<file path="config.mk">
export PLATFORM = sky130hd
export DESIGN_NAME = gpio_irq_ctrl
export DESIGN_NICKNAME = d
export VERILOG_FILES = /design/src/rtl/gpio_irq_pkg.sv /design/src/rtl/gpio_in_sync.sv /design/src/rtl/gpio_evt_detect.sv /design/src/rtl/gpio_kind_bank.sv /design/src/rtl/gpio_irq_ctrl.sv
export SDC_FILE = /design/constraint.sdc
export NUM_CORES = 1
export LEC_CHECK = 0
export BUFFER_PORTS_ARGS = -buffer_cell sky130_fd_sc_hd__buf_2
export CORE_UTILIZATION = 40
export CTS_CLUSTER_SIZE = 28
export DETAILED_ROUTE_END_ITERATION = 12
export HOLD_SLACK_MARGIN = 0.03
export SLEW_MARGIN = 0
export SYNTH_ARGS = -nofsm -noshare
export SYNTH_HDL_FRONTEND = slang
export SYNTH_HIERARCHICAL = 1
export SYNTH_SLANG_ARGS = --single-unit
</file>
<file path="constraint.sdc">
create_clock -name clk -period 6 [get_ports clk]
set_input_delay 1.5 -clock clk [delete_from_list [all_inputs] [get_ports clk]]
set_output_delay 1.5 -clock clk [all_outputs]
set_load 0.01 [all_outputs]
</file>
<file path="src/rtl/gpio_irq_pkg.sv">
package gpio_irq_pkg;
  localparam int REG_DW = 32;
  localparam int NKIND  = 4;

  // word indices (byte offset / 4); pin event kinds occupy mask/pending pairs
  localparam int W_PIN_STATE = 0;
  localparam int W_IN_EN     = 1;
  localparam int W_DRV_EN    = 2;
  localparam int W_DRV_VAL   = 3;
  localparam int W_KIND_BASE = 6;
  localparam int W_DRV_INV   = 16;

  typedef enum logic [1:0] {
    K_RISE = 2'd0,
    K_FALL = 2'd1,
    K_HIGH = 2'd2,
    K_LOW  = 2'd3
  } evt_kind_e;

  function automatic int mask_word(input int k);
    return W_KIND_BASE + 2 * k;
  endfunction

  function automatic int pend_word(input int k);
    return W_KIND_BASE + 2 * k + 1;
  endfunction
endpackage

</file>
<file path="src/rtl/gpio_in_sync.sv">
module gpio_in_sync #(
  parameter int N      = 32,
  parameter int STAGES = 2
) (
  input  logic         clk,
  input  logic         rst,
  input  logic [N-1:0] raw,
  output logic [N-1:0] cur,
  output logic [N-1:0] prev
);
  logic [N-1:0] stg [STAGES];

  always_ff @(posedge clk) begin
    if (rst) stg[0] <= '0;
    else     stg[0] <= raw;
  end

  genvar s;
  generate
    for (s = 1; s < STAGES; s++) begin : g_chain
      always_ff @(posedge clk) begin
        if (rst) stg[s] <= '0;
        else     stg[s] <= stg[s-1];
      end
    end
  endgenerate

  always_ff @(posedge clk) begin
    if (rst) prev <= '0;
    else     prev <= stg[STAGES-1];
  end

  assign cur = stg[STAGES-1];
endmodule

</file>
<file path="src/rtl/gpio_evt_detect.sv">
module gpio_evt_detect
  import gpio_irq_pkg::*;
#(
  parameter int N = 32
) (
  input  logic [N-1:0]             cur,
  input  logic [N-1:0]             prev,
  output logic [NKIND-1:0][N-1:0]  evt
);
  always_comb begin
    evt              = '0;
    evt[int'(K_RISE)] = cur & ~prev;
    evt[int'(K_FALL)] = ~cur & prev;
    evt[int'(K_HIGH)] = cur;
    evt[int'(K_LOW)]  = ~cur;
  end
endmodule

</file>
<file path="src/rtl/gpio_kind_bank.sv">
module gpio_kind_bank #(
  parameter int N = 32
) (
  input  logic         clk,
  input  logic         rst,
  input  logic         mask_we,
  input  logic         pend_we,
  input  logic [N-1:0] wdata,
  input  logic [N-1:0] set_vec,
  output logic [N-1:0] mask_q,
  output logic [N-1:0] pend_q
);
  logic [N-1:0] clr_vec;

  assign clr_vec = pend_we ? wdata : '0;

  always_ff @(posedge clk) begin
    if (rst) begin
      mask_q <= '0;
      pend_q <= '0;
    end else begin
      if (mask_we) mask_q <= wdata;
      // a detected event in the same cycle overrides the clear
      pend_q <= (pend_q & ~clr_vec) | set_vec;
    end
  end
endmodule

</file>
<file path="src/rtl/gpio_irq_ctrl.sv">
module gpio_irq_ctrl
  import gpio_irq_pkg::*;
#(
  parameter int N  = 32,
  parameter int AW = 7
) (
  input  logic              clk,
  input  logic              rst,
  input  logic              wr_en,
  input  logic              rd_en,
  input  logic [AW-1:0]     addr,
  input  logic [REG_DW-1:0] wdata,
  output logic [REG_DW-1:0] rdata,
  input  logic [N-1:0]      pin_in,
  output logic [N-1:0]      pin_out,
  output logic [N-1:0]      pin_oe,
  output logic [N-1:0]      irq
);
  localparam int WIW = AW - 2;

  logic [WIW-1:0]          word;
  logic [N-1:0]            wd;
  logic [N-1:0]            in_en_q, drv_en_q, drv_val_q, drv_inv_q;
  logic [N-1:0]            cur, prev;
  logic [NKIND-1:0][N-1:0] evt;
  logic [NKIND-1:0][N-1:0] mask_all;
  logic [NKIND-1:0][N-1:0] pend_all;
  logic [N-1:0]            hit;
  logic [REG_DW-1:0]       rd_mux;
  logic                    unused_ok;

  assign word      = addr[AW-1:2];
  assign wd        = wdata[N-1:0];
  assign unused_ok = ^{addr[1:0], wdata};

  gpio_in_sync #(.N(N), .STAGES(2)) sync_i (
    .clk (clk),
    .rst (rst),
    .raw (pin_in),
    .cur (cur),
    .prev(prev)
  );

  gpio_evt_detect #(.N(N)) det_i (
    .cur (cur),
    .prev(prev),
    .evt (evt)
  );

  genvar k;
  generate
    for (k = 0; k < NKIND; k++) begin : g_kind
      logic mwe, pwe;
      assign mwe = wr_en && (int'(word) == mask_word(k));
      assign pwe = wr_en && (int'(word) == pend_word(k));
      gpio_kind_bank #(.N(N)) bank_i (
        .clk    (clk),
        .rst    (rst),
        .mask_we(mwe),
        .pend_we(pwe),
        .wdata  (wd),
        .set_vec(evt[k]),
        .mask_q (mask_all[k]),
        .pend_q (pend_all[k])
      );
    end
  endgenerate

  // plain control registers
  always_ff @(posedge clk) begin
    if (rst) begin
      in_en_q   <= '0;
      drv_en_q  <= '0;
      drv_val_q <= '0;
      drv_inv_q <= '0;
    end else if (wr_en) begin
      if (int'(word) == W_IN_EN)   in_en_q   <= wd;
      if (int'(word) == W_DRV_EN)  drv_en_q  <= wd;
      if (int'(word) == W_DRV_VAL) drv_val_q <= wd;
      if (int'(word) == W_DRV_INV) drv_inv_q <= wd;
    end
  end

  // read mux
  always_comb begin
    rd_mux = '0;
    if (int'(word) == W_PIN_STATE) rd_mux[N-1:0] = cur & in_en_q;
    if (int'(word) == W_IN_EN)     rd_mux[N-1:0] = in_en_q;
    if (int'(word) == W_DRV_EN)    rd_mux[N-1:0] = drv_en_q;
    if (int'(word) == W_DRV_VAL)   rd_mux[N-1:0] = drv_val_q;
    if (int'(word) == W_DRV_INV)   rd_mux[N-1:0] = drv_inv_q;
    for (int j = 0; j < NKIND; j++) begin
      if (int'(word) == mask_word(j)) rd_mux[N-1:0] = mask_all[j];
      if (int'(word) == pend_word(j)) rd_mux[N-1:0] = pend_all[j];
    end
  end

  always_ff @(posedge clk) begin
    if (rst)        rdata <= '0;
    else if (rd_en) rdata <= rd_mux;
  end

  // interrupt lines
  always_comb begin
    hit = '0;
    for (int j = 0; j < NKIND; j++) hit = hit | (mask_all[j] & pend_all[j]);
  end

  always_ff @(posedge clk) begin
    if (rst) irq <= '0;
    else     irq <= hit;
  end

  // output drive
  assign pin_oe  = drv_en_q;
  assign pin_out = (drv_val_q ^ drv_inv_q) & drv_en_q;
endmodule

</file>
==> impl_metrics.py <==
metrics = {
    "drt": {
        "wire_per_inst_um": 23.6,
        "dr.first_iter.drc_count": 2523,
        "first_pass_iters": 8,
        "via_count": 22300,
        "wl_mm": 90.7,
        "ant_nets": 0,
        "viasPerCell": 5.79,
        "drc_errors": 0,
    },
    "flow_run": {
        "drv_cap": 0,
    },
    "layout": {
        "ff_latch_area_mm2": 0.0109,
        "multi_input_comb_area_mm2": 0.0123,
        "area_growth_syn_to_layout_pct": 12.0,
        "n_fill_cell": 6015,
        "layout-drive-gt1-share_pct": 18.0,
        "finalNetCount": 3034,
    },
    "global_routing": {
        "grt_max_degree": 200,
        "grt_pass1_wl_mm": 133,
        "grt_usage_pct": 27.5,
        "grt-ovfl-total": 0,
        "first_global_vias": 21200,
        "antenna_found_initial": 9,
    },
    "die": {
        "rows": 91,
        "dieWidth_um": 254,
        "pin_count": 203,
        "dieArea_mm2": 0.0644,
        "die_h_um": 254,
        "core_mm2": 0.0622,
        "start_util_pct": 40.8,
    },
    "clocking": {
        "h-tree-depth": 2,
        "clockBufferDepth": 3,
        "path_clk_slew_ns": 0.06,
        "tritoncts": "built",
        "cts_hold_buffers": 0,
        "cts_root_buf": "clkbuf_16",
        "numClockSinks": 544,
        "cts-buffers-inserted": 59,
        "postCtsSetupRepairBufs": 0,
        "insertion_delay_ns": 0.64,
        "cts.repair.resized": 0,
    },
    "sta": {
        "post-route-period-util_pct": 70.9,
        "fin_crit_ns": 4.26,
        "tightestPinTransition_ns": 1.37,
        "skew_ns": 0.0264,
        "setup_viol": 0,
        "finalHoldViolCount": 0,
        "finalMaxSlewViolations": 0,
        "slew_headroom_pct": 8.12,
        "tns_ns": 0,
        "rsz0062_at_grt": "no",
        "clock.fmax_ghz": 0.235,
    },
    "synth": {
        "yosysWarnings": 6,
        "synth.distinct_cells": 66,
        "netlist_area_mm2": 0.0254,
        "synthesis.nets": 2969,
        "ys_seq_elements": 544,
        "synthArstFlopShare_pct": 0,
        "synth_edf_count": 0,
        "synth.avg_cell_area_um2": 8.76,
        "ys_seq_area_share_pct": 42.9,
        "synthFlopType": "dfxtp_1",
        "synth_cells": 2894,
    },
    "placed_design": {
        "port_buffers": 200,
        "dp_hpwl_mm": 54.2,
        "gp_congestion": 0.889,
    },
    "power_and_ir_drop": {
        "power.total_mw": 8.23,
        "p_leak_nw": 10.8,
        "comb_power_share_pct": 7.7,
        "seqPwrFrac_pct": 46.0,
        "powerDensity_mw_per_mm2": 290,
        "p_int_mw": 6.15,
        "p_sw_share_pct": 25.2,
        "power_frac_clock_pct": 46.3,
        "p_sw_mw": 2.08,
        "peakVddDrop_mv": 0.214,
    },
    "setup_path": {
        "path_max_fanout": 26,
        "startpoint_type": "primary input",
        "critPathRequiredTime_ns": 6.47,
        "r2r-end": "rdata[18]",
        "reg2reg_slack_ns": 4.52,
        "ff2ff_path_depth": 5,
        "worst_r2r_startpoint": "sync_i/stg[1][18]",
        "path_class": "in2reg",
        "cp-end-kind": "register",
        "crit_arrival_ns": 4.73,
    },
    "run_status": {
        "status": "completed",
    },
    "min_path": {
        "hold_path_depth": 1,
        "hp-start": "sync_i/stg[0][1]",
        "hold_path.class": "reg2reg",
        "hold_end": "sync_i/stg[1][1]",
    },
}
power groups by stage:
stage                     Sequential (mW)  Clock [mW]  Combinational (mW)
after detailed placement             3.86           0               0.612
after global placement               3.86           0               0.598
after global routing                 3.79        4.01               0.670
after CTS                            3.78        3.86               0.614
final                                3.78        3.81               0.631
after floorplan                      3.84           0               0.409
through the flow:
step / hold slack (ns) / cell area (um2) / std cells / util, % / setup WS [ns]
2_1_floorplan: 0.414 / 25400 / 2894 / - / 2.85
3_3_place_gp: 0.418 / 26400 / 3735 / 42.4 / 1.44
3_5_place_dp: 0.421 / 26400 / 3735 / 42.4 / 1.37
4_1_cts: 0.434 / 28400 / 3842 / 45.7 / 2.03
5_1_grt: 0.455 / 28400 / 3843 / 45.7 / 1.81
6_report: 0.433 / 28400 / 3843 / 45.7 / 1.74
synth_stat cells, drive strengths merged, types with 67 or more instances:
cell | number | area (um2)
nand2 | 295 | 1110
buf | 154 | 1250
inv | 185 | 694
a21oi | 270 | 1350
nor2 | 379 | 1430
nor2b | 133 | 832
o21ai | 99 | 495
a22oi | 67 | 503
dfxtp | 544 | 10900
mux2i | 128 | 1280
a311oi | 128 | 1870
clkbuf | 86 | 323
worst max-delay path by stage:
| stage | endpoint | slack (ns) | depth (start not counted) | from |
|---|---|---|---|---|
| 2_1_floorplan | g_kind[2].bank_i/pend_q[10] | 2.85 | 8 | addr[4] |
| 3_3_place_gp | g_kind[1].bank_i/pend_q[21] | 1.44 | 6 | addr[6] |
| 3_5_place_dp | g_kind[1].bank_i/pend_q[21] | 1.37 | 6 | addr[6] |
| 4_1_cts | g_kind[1].bank_i/pend_q[17] | 2.03 | 6 | addr[6] |
| 5_1_grt | g_kind[1].bank_i/pend_q[21] | 1.81 | 6 | addr[6] |
| 6_report | g_kind[1].bank_i/pend_q[21] | 1.74 | 6 | addr[6] |
sequential cells by signal, summed over array words and instances (netlist names):
signal                cells
rdata                    32
g_kind.bank_i/pend_q    128
sync_i/stg               64
sync_i/prev              32
pin_oe                   32
drv_inv_q                32
in_en_q                  32
g_kind.bank_i/mask_q    128
irq                      32
drv_val_q                32
placed cells by master (no fill, tap or decap), types with 35 or more instances in the layout:
master     instances
a21oi_1          270
a221oi_1          43
a22oi_1           67
a311oi_2         120
and2_1            35
buf_2            198
buf_4             38
clkbuf_16         60
dfxtp_1          544
inv_1            184
mux2i_1          128
nand2_1          293
nor2_1           369
nor2b_1          133
o21ai_0           88
o22ai_1           40
layout make-up:
class / count / area share (%)
diodes: 1 / 0.00881
clock buffers: 85 / 6.08
clock inverters: 22 / 1.04
inverters: 185 / 2.45
multi-input cells: 1925 / 43.4
flip-flops and latches: 544 / 38.3
well taps: 837 / 3.69
repair buffers: 244 / 5.04
logic make-up after synthesis:
group | share of synthesized area [%]
simple gates | 17.8
compound gates | 24.1
flops | 42.9
buf+inv | 8.96
mux | 5.05
xor+xnor | 1.11
critical path: stages:
cell	delay (ns)
buf_2	0.34
nor3_2	1.19
nand2_1	0.59
nor2_4	0.61
buf_4	0.34
a311oi_2	0.12
layer usage:
| layer | up-vias | GRT usage (%) | part of all wire, % |
|---|---|---|---|
| met3 | 290 | 7.04 | 10 |
| met2 | 1164 | 42.0 | 44 |
| met4 | 10 | 12.6 | 4.7 |
| met5 | - | 0 | 0.071 |
| li1 | 10100 | - | - |
| met1 | 10700 | 36.2 | 41 |
No activity file was read; power rests on OpenSTA's default activity.
